--- src/rtl/vb_pkg.sv ---
package vb_pkg;
  // Kind of write an insert request performs on the entry array
  typedef enum logic [2:0] {
    PUT_NONE,
    PUT_MERGE,   // address already resident: refresh data, OR dirty
    PUT_SWAP,    // refill the entry released by a same-cycle lookup hit
    PUT_FILL,    // take a free entry
    PUT_EVICT    // replace the earliest-inserted entry
  } put_kind_e;
endpackage

--- src/rtl/vb_match.sv ---
module vb_match #(
  parameter int N  = 4,
  parameter int AW = 16,
  localparam int IDX_W = (N > 1) ? $clog2(N) : 1
) (
  input  logic [N-1:0]         vld,
  input  logic [N-1:0]         excl,
  input  logic [N-1:0][AW-1:0] tags,
  input  logic [AW-1:0]        key,
  output logic                 any,
  output logic [IDX_W-1:0]     idx
);
  logic [N-1:0] eq;

  for (genvar g = 0; g < N; g++) begin : g_cmp
    assign eq[g] = vld[g] & ~excl[g] & (tags[g] == key);
  end

  always_comb begin
    idx = '0;
    for (int i = 0; i < N; i++) begin
      if (eq[i]) idx = IDX_W'(i);
    end
  end

  assign any = |eq;
endmodule

--- src/rtl/vb_order.sv ---
// Insertion-order tracker: valid entries hold distinct ranks 0..k-1,
// rank 0 is the newest, rank N-1 marks the oldest of a full buffer.
module vb_order #(
  parameter int N = 4,
  localparam int IDX_W = (N > 1) ? $clog2(N) : 1
) (
  input  logic             clk,
  input  logic             rst_n,
  input  logic [N-1:0]     vld,
  input  logic             put_en,
  input  logic [IDX_W-1:0] put_idx,
  input  logic             drop_en,
  input  logic [IDX_W-1:0] drop_idx,
  output logic [IDX_W-1:0] oldest_idx
);
  logic [N-1:0][IDX_W-1:0] rank_q, rank_n;
  logic [IDX_W:0]          ref_rank;

  always_comb begin
    rank_n   = rank_q;
    ref_rank = vld[put_idx] ? {1'b0, rank_q[put_idx]} : (IDX_W+1)'(N);
    for (int i = 0; i < N; i++) begin
      if (put_en) begin
        if (put_idx == IDX_W'(i)) rank_n[i] = '0;
        else if (vld[i] && ({1'b0, rank_q[i]} < ref_rank)) rank_n[i] = rank_q[i] + 1'b1;
      end else if (drop_en && vld[i] && (rank_q[i] > rank_q[drop_idx])) begin
        rank_n[i] = rank_q[i] - 1'b1;
      end
    end
  end

  always_comb begin
    oldest_idx = '0;
    for (int i = 0; i < N; i++) begin
      if (vld[i] && (rank_q[i] == IDX_W'(N - 1))) oldest_idx = IDX_W'(i);
    end
  end

  always_ff @(posedge clk or negedge rst_n) begin
    if (!rst_n)                rank_q <= '0;
    else if (put_en | drop_en) rank_q <= rank_n;
  end
endmodule

--- src/rtl/victim_buffer.sv ---
module victim_buffer #(
  parameter int NUM_ENTRIES = 4,
  parameter int ADDR_W      = 16,
  parameter int DATA_W      = 32,
  localparam int IDX_W = (NUM_ENTRIES > 1) ? $clog2(NUM_ENTRIES) : 1
) (
  input  logic              clk,
  input  logic              rst_n,
  input  logic              ins_valid,
  input  logic [ADDR_W-1:0] ins_addr,
  input  logic [DATA_W-1:0] ins_data,
  input  logic              ins_dirty,
  input  logic              lk_valid,
  input  logic [ADDR_W-1:0] lk_addr,
  output logic              lk_hit,
  output logic [DATA_W-1:0] lk_data,
  output logic              lk_dirty,
  output logic              wb_valid,
  output logic [ADDR_W-1:0] wb_addr,
  output logic [DATA_W-1:0] wb_data
);
  import vb_pkg::*;
  localparam int N = NUM_ENTRIES;

  logic [N-1:0]             vld_q, vld_n, dirty_q, dirty_n;
  logic [N-1:0][ADDR_W-1:0] tag_q;
  logic [N-1:0][DATA_W-1:0] data_q;
  logic                     wb_valid_q, wb_valid_n;
  logic [ADDR_W-1:0]        wb_addr_q;
  logic [DATA_W-1:0]        wb_data_q;

  logic                     lk_any, in_any, full, put_en, drop_en;
  logic [IDX_W-1:0]         lk_idx, in_idx, free_idx, oldest_idx, put_idx;
  logic [N-1:0]             swap_mask;
  put_kind_e                put_kind;

  // Parallel compare for the lookup, and for the insert with the
  // entry being released this cycle masked out
  vb_match #(.N(N), .AW(ADDR_W)) u_lk_match (
    .vld(vld_q), .excl('0), .tags(tag_q), .key(lk_addr), .any(lk_any), .idx(lk_idx));

  assign lk_hit    = lk_valid & lk_any;
  assign swap_mask = {N{lk_hit}} & (N'(1) << lk_idx);

  vb_match #(.N(N), .AW(ADDR_W)) u_in_match (
    .vld(vld_q), .excl(swap_mask), .tags(tag_q), .key(ins_addr), .any(in_any), .idx(in_idx));

  assign lk_data  = lk_hit ? data_q[lk_idx] : '0;
  assign lk_dirty = lk_hit & dirty_q[lk_idx];
  assign full     = &vld_q;

  always_comb begin
    free_idx = '0;
    for (int i = N - 1; i >= 0; i--) begin
      if (!vld_q[i]) free_idx = IDX_W'(i);
    end
  end

  // Choose what the insert does and where it lands
  always_comb begin
    put_kind = PUT_NONE;
    put_idx  = '0;
    if (ins_valid) begin
      if (in_any)      begin put_kind = PUT_MERGE; put_idx = in_idx;     end
      else if (lk_hit) begin put_kind = PUT_SWAP;  put_idx = lk_idx;     end
      else if (!full)  begin put_kind = PUT_FILL;  put_idx = free_idx;   end
      else             begin put_kind = PUT_EVICT; put_idx = oldest_idx; end
    end
  end

  assign put_en  = (put_kind != PUT_NONE) && (put_kind != PUT_MERGE);
  assign drop_en = lk_hit && (put_kind != PUT_SWAP);

  vb_order #(.N(N)) u_order (
    .clk(clk), .rst_n(rst_n), .vld(vld_q),
    .put_en(put_en), .put_idx(put_idx),
    .drop_en(drop_en), .drop_idx(lk_idx),
    .oldest_idx(oldest_idx));

  // Next state of flags
  always_comb begin
    vld_n      = vld_q;
    dirty_n    = dirty_q;
    wb_valid_n = (put_kind == PUT_EVICT) && dirty_q[put_idx];
    if (lk_hit) vld_n[lk_idx] = 1'b0;
    if (put_kind == PUT_MERGE) begin
      dirty_n[put_idx] = dirty_q[put_idx] | ins_dirty;
    end else if (put_en) begin
      vld_n[put_idx]   = 1'b1;
      dirty_n[put_idx] = ins_dirty;
    end
  end

  always_ff @(posedge clk or negedge rst_n) begin
    if (!rst_n) begin
      vld_q      <= '0;
      dirty_q    <= '0;
      wb_valid_q <= 1'b0;
    end else begin
      vld_q      <= vld_n;
      dirty_q    <= dirty_n;
      wb_valid_q <= wb_valid_n;
    end
  end

  // Payload registers, written only under their enables
  always_ff @(posedge clk) begin
    if (put_kind != PUT_NONE) begin
      tag_q[put_idx]  <= ins_addr;
      data_q[put_idx] <= ins_data;
    end
    if (wb_valid_n) begin
      wb_addr_q <= tag_q[put_idx];
      wb_data_q <= data_q[put_idx];
    end
  end

  assign wb_valid = wb_valid_q;
  assign wb_addr  = wb_addr_q;
  assign wb_data  = wb_data_q;
endmodule

--- config.mk ---
export PLATFORM = sky130hd
export DESIGN_NAME = victim_buffer
export DESIGN_NICKNAME = d
export VERILOG_FILES = /design/src/rtl/vb_pkg.sv /design/src/rtl/vb_match.sv /design/src/rtl/vb_order.sv /design/src/rtl/victim_buffer.sv
export SDC_FILE = /design/constraint.sdc
export NUM_CORES = 1
export LEC_CHECK = 0
export ABC_AREA = 1
export BUFFER_PORTS_ARGS = -buffer_cell sky130_fd_sc_hd__buf_4
export CAP_MARGIN = 20
export CORE_MARGIN = 2
export CORE_UTILIZATION = 45
export DETAILED_ROUTE_END_ITERATION = 8
export HOLD_SLACK_MARGIN = 0.02
export MAX_ROUTING_LAYER = met4
export PLACE_DENSITY = 0.69
export SYNTH_ARGS = -nofsm -noshare
export SYNTH_HDL_FRONTEND = slang
export SYNTH_HIERARCHICAL = 1
export SYNTH_SLANG_ARGS = --single-unit
--- constraint.sdc ---
create_clock -name clk -period 6.02 [get_ports clk]
set_clock_uncertainty 0.05 [all_clocks]
set_input_delay 0.602 -clock clk [delete_from_list [all_inputs] [get_ports clk]]
set_output_delay 0.602 -clock clk [all_outputs]
set_load 0.01 [all_outputs]
# Yosys cells after proc, flatten, opt, wreduce, memory -nomap -nowiden
# Index checks and enable logic that the tools add are counted.
[word_totals] in_bits=69 word_cells=190 ff_bits=257 out_inout_bits=83
[op_classes] n_mux=72 order_cmp=12 bitwise=24 shifts=1 addsub=8 eq_ne=22 reduce_logical=34
[op_table] cell="binary-select mux 32 bit (select 2 bit)" count=2
[op_table] cell="bitwise mux 128 bit" count=1
[op_table] cell="equality test 16 bit" count=8
[op_table] cell="2-to-1 mux 32 bit" count=4
[op_table] cell="bitwise mux 64 bit" count=1
[op_table] cell="demux 32 bit (select 2 bit)" count=1
[op_table] cell="2-to-1 mux 2 bit" count=32
[op_table] cell="binary-select mux 16 bit (select 2 bit)" count=1
[op_table] cell="demux 16 bit (select 2 bit)" count=1
[op_table] cell="2-to-1 mux 16 bit" count=2
[op_table] cell="logical AND 1 bit" count=20
[op_table] cell="2-to-1 mux 4 bit" count=5
[op_table] cell="2-to-1 mux 3 bit" count=5
[op_table] cell="AND 1 bit" count=14
[op_table] cell="less-than comparator 2 x 3 -> 1 bit" count=4
[op_table] cell="!= test 3 bit, second input constant" count=4
[op_table] cell="AND reduction 3 bit" count=4
[op_table] cell="equality test 2 bit, second input constant" count=5
[op_table] cell="nonzero test 2 bit" count=5
[op_table] cell="adder 2 x 1 -> 2 bit, second input constant" count=4
[op_table] cell="AND 4 bit" count=2
[op_table] cell="binary-select mux 2 bit (select 2 bit)" count=2
[op_table] cell="bitwise mux 4 bit" count=2
[op_table] cell="greater-than comparator 2 bit" count=4
[op_table] cell="other kinds (20)" count=40

# Longest topological paths before layout
# Gate-level depths: netlist (run 1).
[depth] word_depth=23 depth_mapped=46 depth_no_buf=43

# By module
# Netlist (run 1), hierarchy kept.
[by_module_without_submodules] module="victim_buffer" seq_area_each_um2=7432.1 area_per_inst_um2=9790.6 cells_each=687 n_inst=1
[by_module_without_submodules] module="vb_match" seq_area_each_um2=0.0 area_per_inst_um2=1184.9 cells_each=283 n_inst=2
[by_module_without_submodules] module="vb_order" seq_area_each_um2=200.2 area_per_inst_um2=1111.1 cells_each=182 n_inst=1

# Worst setup path after synthesis (run 1)
# Ideal clock, no wire load.
[synth_timing] kind="input -> register" start="input lk_addr[2]" end="register wb_addr_q[0] (netlist: wb_addr[0]), enable pin" stages=33 required_ns=5.499 setup_time_ns=0.471 t_arrival_ns=5.634 path_slack_ns=-0.135 cell_sequence="inv_2 o21ai_0 nor2_1 nand2_1 nor2_1 nand3_1 inv_1 nand2_1 nand2_1 buf_4 inv_2 nor2_1 buf_2 inv_1 nor2_1 nor2_1 nand2_1 nor2_1 nand2_1 nor2_1 nand3_1 nand2_1 inv_1 nand2_2 inv_1 nand2_1 nor2_1 nand3_2 nand2_4 nand2_1 nand2_1 nand2_1 a21oi_1"
[synth_between] word_cells_on_any_way=41 classes_between="eq/ne: 5; shift: 1; mux: 14; bitwise: 18; reduce/logical: 3"
[synth_lines] item="from (decl)" line="victim_buffer.sv:14" rtl="input logic [ADDR_W-1:0] lk_addr,"
[synth_lines] item="equality test 16 bit" line="vb_match.sv:16" rtl="assign eq[g] = vld[g] & ~excl[g] & (tags[g] == key);"
[synth_lines] item="AND 1 bit" line="vb_match.sv:16"
[synth_lines] item="2-to-1 mux 1 bit" line="vb_match.sv:22" rtl="if (eq[i]) idx = IDX_W'(i);"
[synth_lines] item="2-to-1 mux 2 bit" line="vb_match.sv:22"
[synth_lines] item="2-to-1 mux 2 bit *" line="vb_match.sv:22"
[synth_lines] item="named net lk_idx[0]" line="victim_buffer.sv:33" rtl="logic [IDX_W-1:0] lk_idx, in_idx, free_idx, oldest_idx, put_idx;"
[synth_lines] item="<< shifter 1 x 2 -> 4 bit *" line="victim_buffer.sv:43" rtl="assign swap_mask = {N{lk_hit}} & (N'(1) << lk_idx);"
[synth_lines] item="AND 4 bit *" line="victim_buffer.sv:43"
[synth_lines] item="named net swap_mask[1]" line="victim_buffer.sv:34" rtl="logic [N-1:0] swap_mask;"
[synth_lines] item="(+4 left out)"
[synth_lines] item="named net in_any" line="victim_buffer.sv:32" rtl="logic lk_any, in_any, full, put_en, drop_en;"
[synth_lines] item="2-to-1 mux 2 bit *" line="victim_buffer.sv:64" rtl="if (in_any) begin put_kind = PUT_MERGE; put_idx = in_idx; end"
[synth_lines] item="2-to-1 mux 2 bit *" line="victim_buffer.sv:63" rtl="if (ins_valid) begin"
[synth_lines] item="named net put_idx[0]" line="victim_buffer.sv:33"
[synth_lines] item="binary-select mux 1 bit (select 2 bit) *" line="victim_buffer.sv:84" rtl="wb_valid_n = (put_kind == PUT_EVICT) && dirty_q[put_idx];"
[synth_lines] item="2-to-1 mux 1 bit (not written as such) *" line="victim_buffer.sv:84"
[synth_lines] item="logical AND 1 bit *" line="victim_buffer.sv:84"
[synth_lines] item="named net wb_valid_n" line="victim_buffer.sv:28" rtl="logic wb_valid_q, wb_valid_n;"
[synth_lines] item="to (signal assigned)" line="victim_buffer.sv:113" rtl="wb_addr_q <= tag_q[put_idx];"
[synth_lines] item="to (decl)" line="victim_buffer.sv:29" rtl="logic [ADDR_W-1:0] wb_addr_q;"
# The timed path passes the listed nets; every way through them passes the cells marked *. The select of a mux whose other input is x is not followed.
# A chain may end at the register's enable or synchronous reset.

# Worst setup path after layout (run 1)
[layout_timing] start="register vld_q[1]" end="register wb_addr_q[9] (netlist: wb_addr[9]), data pin"
[layout_between] word_cells_on_any_way=37 classes_between="shift: 1; mux: 17; bitwise: 15; reduce/logical: 4"
[layout_lines] item="from (decl)" line="victim_buffer.sv:25" rtl="logic [N-1:0] vld_q, vld_n, dirty_q, dirty_n;"
[layout_lines] item="from (signal assigned)" line="victim_buffer.sv:100" rtl="vld_q <= vld_n;"
[layout_lines] item="AND 1 bit" line="vb_match.sv:16"
[layout_lines] item="2-to-1 mux 1 bit" line="vb_match.sv:22"
[layout_lines] item="2-to-1 mux 2 bit (2 in series)" line="vb_match.sv:22"
[layout_lines] item="named net lk_idx[0]" line="victim_buffer.sv:33"
[layout_lines] item="<< shifter 1 x 2 -> 4 bit" line="victim_buffer.sv:43"
[layout_lines] item="AND 4 bit" line="victim_buffer.sv:43"
[layout_lines] item="named net swap_mask[0]" line="victim_buffer.sv:34"
[layout_lines] item="NOT 1 bit" line="vb_match.sv:16"
[layout_lines] item="AND 1 bit (2 in series)" line="vb_match.sv:16"
[layout_lines] item="OR reduction 4 bit" line="vb_match.sv:26" rtl="assign any = |eq;"
[layout_lines] item="named net in_any" line="victim_buffer.sv:32"
[layout_lines] item="2-to-1 mux 2 bit" line="victim_buffer.sv:64"
[layout_lines] item="2-to-1 mux 2 bit" line="victim_buffer.sv:63"
[layout_lines] item="named net put_idx[0]" line="victim_buffer.sv:33"
[layout_lines] item="binary-select mux 16 bit (select 2 bit)" line="victim_buffer.sv:113"
[layout_lines] item="2-to-1 mux 16 bit (not written as such)" line="victim_buffer.sv:113"
# The timed path passes the listed nets, and every way through them passes these cells. The select of a mux whose other input is x is not followed.

==> metrics.yaml, run 1 <==
synth-seq-area-share_pct: 57.5
post_drt_wl_per_cell_um: 19.1
swShare_pct: 35.8
clkTransAtPathRegs_ns: 0.06
drtAntennaViolNets: 0
worstPathRequired_ns: 6.27
rsz0062_at_grt: "no"
reg2regPathDepth: 33
vias: 10900
grt_usage_pct: 24.9
min-delay-start: "ins_data[26]"
final_cell_area_sq_um: 15800
drt-pass1-iter-count: 6
synth_area_leader_cell: "edfxtp_1"
gp_congestion: 1.00
finalHoldViolations: 0
die_y_um: 176
nets: 1681
syn_to_final_growth_pct: 19.0
cts.htree.levels: 1
routed_wl_um: 38200
intPower_mw: 4.26
p_sw_mw: 2.37
p_leak_nw: 6.87
arrival_ns: 5.21
slowest_delay_ns: 0.58
dr_wl_met3_um: 2870
setup_viol: 0
min_period_ns: 4.96
fillerInstances: 2613
crit_family: "simple AND/OR/NAND/NOR gates"
drc: 0
power.density_nw_per_um2: 420
ys_ff_latch: 257
rows: 62
cts_buffer_depth: 3
avgSynthCellArea_sq_um: 9.25
r2r_end: "wb_addr[9]"
ys_warn_count: 6
cts_root_buf: "clkbuf_16"
outcome: "complete, no violations"
drv_slew: 0
criticalPathCategory: "reg -> reg"
ff2ff_setup_slack_ns: 1.06
synthDistinctLibCells: 36
die_area_sq_um: 30900
antenna_found_initial: 1
seqPwrFrac_pct: 43.3
netlist_area_sq_um: 13300
cts_tree: "yes"
cts_resized: 0
r2r_start: "vld_q[1]"
timing.fmax_mhz: 202
ios: 152
clkSinkCount: 257
layout_commonest_cell: "nand2_1"
slew_headroom_pct: 50.1
max_slew.worst_pin.slew_ns: 0.749
seq_area_sq_um: 7630
worst_setup_path_end_kind: "register"
worst_path_max_delay_cell: "dfrtp_1"
dr_wl_met2_um: 16800
die_w_um: 176
place_hpwl_um: 25700
cap_viol_max_count: 0
grt_max_degree: 50
peakVddDrop_v: 0.000314
maxUsedRoutingLayer: "met4"
p_comb_share_pct: 32.0
clock_power_share_pct: 24.8
min_path_cells: 1
core_sq_um: 28900
yosys-top-cells-area: "edfxtp_1 (54%), nand2_1 (13%), a22oi_1 (4.4%)"
floorplan.initialDensity_pct: 46.0
final_core_utilization_pct: 54.7
holdWs_ns: 0.194
grt-ovfl-total: 0
min_path_type: "in -> reg"
grt_first_pass_wirelength_um: 57900
vias_per_cell: 5.42
placed_cell_area_sq_um: 14900
finalCritPeriodShare_pct: 82.4
worstSkewPairLatency_ns: 0.56
finalSetupTns_ns: 0
grt_pass1_vias: 10300
wl_met1_um: 17200
critPathBufInv: 9
cts_buffers: 28
layout-drive-gt1-share_pct: 18.1
final_cell_mix: "nand2_1 (464), edfxtp_1 (240), buf_4 (170)"
port-buffer-count: 151
critical_path.most_common_cell: "nand2_1"
worstSetupStartpointType: "register"
synth_top_area_share_pct: 54.3
multi_input_area_sq_um: 4720
worstPathMaxFanout: 31
synthCells: 1435
min_to: "data_q[58]"
drt_iter0_drc: 1200
[power groups by stage]
stage	clock [mW]	combinational, mW	sequential [mW]
2_1_floorplan	0	1.36	2.86
3_3_place_gp	0	2.07	2.89
3_5_place_dp	0	2.12	2.90
4_1_cts	1.68	2.13	2.87
5_1_grt	1.75	2.36	2.92
6_report	1.65	2.12	2.87
[registers in the layout (all words and copies together), names as in the netlist]
name,count
data_q,128
tag_q,64
wb_data,32
wb_addr,16
u_order/rank_q,8
dirty_q,4
vld_q,4
wb_valid,1
[layer usage]
metal	global-route usage, %	up-vias
met5	-	-
met4	9.54	0
met3	3.25	84
met2	36.4	459
met1	35.5	5153
li1	-	5171
[how the worst max path moves through the flow]
stage / from / endpoint / slack (ns) / cells after the start
floorplan: lk_addr[2] / wb_addr[0] / 0.88 / 33
global placement: lk_addr[1] / u_order/rank_q[3] / 0.92 / 37
detailed placement: lk_addr[1] / wb_addr[9] / 0.91 / 29
CTS: vld_q[1] / wb_addr[9] / 1.10 / 33
global route: vld_q[1] / u_order/rank_q[0] / 0.58 / 41
finish: vld_q[1] / wb_addr[9] / 1.06 / 33
[Yosys cell counts, drive strengths merged]
cell type	instances
nor2	119
xnor2	2
o211ai	15
or2	2
clkbuf	18
nand2	481
o21ai	55
inv	186
a221oi	18
xor2	23
o22ai	1
a32o	1
nor3	6
a31oi	15
o2111ai	9
dfrtp	17
nand3	94
a22oi	79
edfxtp	240
a21oi	10
conb	1
buf	28
ha	15
[worst reg2reg max path, delay by kind of cell (launching register included)]
kind	cells	cell delay, ns
buffers and inverters	9	1.61
flip-flops	1	0.58
AO/OA/AOI/OAI	1	0.18
AND/OR/NAND/NOR	23	2.27
[cells by family after synthesis]
group,Yosys count,synth area share (%)
DFF,257,57.5
other,1,0.0283
and+or+nand+nor,702,21.8
xor gates and xnor gates,25,1.65
buffers and inverters,232,7.16
adders and majority gates,15,1.41
AOI/OAI and AO/OA,203,10.4
[through the flow]
stage                     setup slack [ns]  cells  total power [mW]
after detailed placement             0.908   1950              5.01
after CTS                             1.10   2003              6.67
final                                 1.06   2004              6.64
after global placement               0.923   1950              4.97
after global routing                 0.582   2004              7.03
after floorplan                      0.875   1438              4.22
[area by class of cell]
class                      instances  share of cell area [%]
sequential                       257                    48.3
multi-input combinational        949                    29.9
timing repair buffer             175                    8.65
clock buffer                      33                    4.56
inverter                         186                    4.46
tap                              384                    3.04
clock inverter                    19                    1.05
antenna                            1                  0.0158
[timing repair]
item                                   in CTS  in global routing
setup buffers                               0                  0
endpoints found under the hold margin      17                  0
hold buffers                                1                  0
Power figures use the tool's default switching activity.
==> inputs of run 2 (changes only) <==
==> constraint.sdc (replaced) <==
create_clock -name clk -period 4.55 [get_ports clk]
set_clock_uncertainty 0.05 [all_clocks]
set_input_delay 0.455 -clock clk [delete_from_list [all_inputs] [get_ports clk]]
set_output_delay 0.455 -clock clk [all_outputs]
set_load 0.01 [all_outputs]
==> metrics.yaml, run 2 (same netlist as run 1, synthesis figures left out) <==
worstSetupStartpointType: "register"
worst_setup_path_end_kind: "register"
syn_to_final_growth_pct: 21.1
regMostFlops: "data_q"
drtAntennaViolNets: 0  # unchanged
arrival_ns: 4.40  # -0.81 ns
peakVddDrop_v: 0.000312  # -0.76%
die_area_sq_um: 30900  # unchanged
gp_congestion: 1.01  # +0.43%
holdWs_ns: 0.0501  # -0.144 ns
finalCritPeriodShare_pct: 92.8  # +10 points
drc: 0  # unchanged
worstPathRequired_ns: 4.72  # -1.55 ns
ios: 152  # unchanged
rows: 62  # unchanged
largest_reg_flops: 128  # unchanged
max_slew.worst_pin.slew_ns: 0.662  # -0.0870 ns
cts_root_buf: "clkbuf_16"
grt_max_degree: 59  # +18%
grt-ovfl-total: 0  # unchanged
post_drt_wl_per_cell_um: 18.8  # -1.4%
worst_path_max_delay_cell: "edfxtp_1"
timing.fmax_mhz: 237  # +17%
cts.htree.levels: 1  # unchanged
outcome: "complete, no violations"
antenna_found_initial: 1  # unchanged
reg2regPathDepth: 33  # unchanged
die_w_um: 176  # unchanged
grt_first_pass_wirelength_um: 58300  # +0.70%
cts_buffers: 27  # -3.6%
cts_buffer_depth: 3  # unchanged
clkTransAtPathRegs_ns: 0.06  # about the same
r2r_end: "wb_addr[7]"
p_leak_nw: 7.02  # +2.2%
drt_iter0_drc: 1182  # -1.5%
crit_start: "tag_q[49]"
cts_tree: "yes"
grt_pass1_vias: 10500  # +1.7%
power_mw: 8.98  # +35%
final_core_utilization_pct: 55.7  # +1.0 points
die_y_um: 176  # unchanged
ff2ff_setup_slack_ns: 0.33  # -0.73 ns
cap_viol_max_count: 0  # unchanged
slowest_delay_ns: 0.43  # -0.15 ns
worstSetupEndpoint: "wb_addr[7]"
finalHoldViolations: 0  # unchanged
vias: 11000  # +1.2%
place_hpwl_um: 25900  # +0.86%
vias_per_cell: 5.42  # about the same
power.density_nw_per_um2: 559  # +33%
routed_wl_um: 38100  # -0.11%
worstSkewPairLatency_ns: 0.55  # about the same
final_cell_mix: "nand2_1 (459), edfxtp_1 (240), buf_4 (192)"
criticalPathCategory: "reg -> reg"
layout_commonest_cell: "nand2_1"
drv_slew: 0  # unchanged
r2r_start: "tag_q[49]"
drt-pass1-iter-count: 7  # +1
min_path_type: "in -> reg"
core_sq_um: 28900  # unchanged
fillerInstances: 2595  # -0.69%
dp_worst_setup_slack_ns: 0.0677  # -0.840 ns
min_period_ns: 4.22  # -0.738 ns
setup_viol: 0  # unchanged
floorplan.initialDensity_pct: 46.0  # unchanged
worstPathMaxFanout: 19  # -39%
grt_usage_pct: 25.1  # +0.17 points
slew_headroom_pct: 55.9  # +5.8 points
clkSinkCount: 257  # unchanged
timing.final.ws_setup_ns: 0.329  # -0.732 ns
layout-drive-gt1-share_pct: 19.8  # +1.7 points
nets: 1708  # +1.6%
port-buffer-count: 151  # unchanged
==> run 2: critical path, delay by kind of cell (launching register included) <==
kind | cells | cell delay, ns
flip-flops | 1 | 0.43
buffers and inverters | 8 | 0.97
AO/OA/AOI/OAI | 1 | 0.20
AND/OR/NAND/NOR | 24 | 2.22
==> run 2: area by class of cell <==
| class | instances | area, sq um | share of cell area, % |
|---|---|---|---|
| sequential | 257 | 7630 | 47.5 |
| multi-input combinational | 951 | 4760 | 29.6 |
| timing repair buffer | 201 | 1610 | 10.0 |
| clock buffer | 36 | 709 | 4.41 |
| inverter | 186 | 704 | 4.38 |
| tap | 384 | 480 | 2.99 |
| clock inverter | 14 | 176 | 1.10 |
| antenna | 1 | 2.50 | 0.0156 |
==> run 2: stage by stage <==
step | TNS [ns] | instance area (sq um) | instances
2_1_floorplan | 0 | 13300 | 1438
5_1_grt | -0.0187 | 16100 | 2030
6_report | 0 | 16100 | 2030
3_3_place_gp | 0 | 15100 | 1966
4_1_cts | 0 | 16000 | 2017
3_5_place_dp | 0 | 15100 | 1966
==> run 2: repair_timing <==
action,4_1_cts,5_1_grt
endpoints found under the hold margin,17,0
hold buffers,1,0
resized for setup,0,10
setup endpoints to repair,0,26
setup buffers,0,10
==> run 2: power breakdown <==
group          total, mW  leakage, nW  switching, mW  internal [mW]
logic               3.00         4.17           1.87           1.13
registers           3.77         2.42          0.386           3.39
clock network       2.21        0.428          0.893           1.32
total               8.98         7.02           3.15           5.84
==> run 2: layer usage <==
metal	up-vias	share of wire, %	track usage (%)
met1	5201	43	34.3
met5	-	0	-
met2	489	46	38.6
met4	0	2.9	8.02
met3	80	8.0	3.94
li1	5228	-	-
==> run 2: worst min path at each step <==
stage | end | start | cells past startpoint
after detailed placement | u_order/rank_q[5] | rst_n | 1
after global placement | u_order/rank_q[5] | rst_n | 1
after CTS | data_q[5] | ins_data[5] | 1
final | data_q[37] | ins_data[5] | 1
after global routing | data_q[80] | ins_data[16] | 1
after floorplan | dirty_q[0] | rst_n | 0
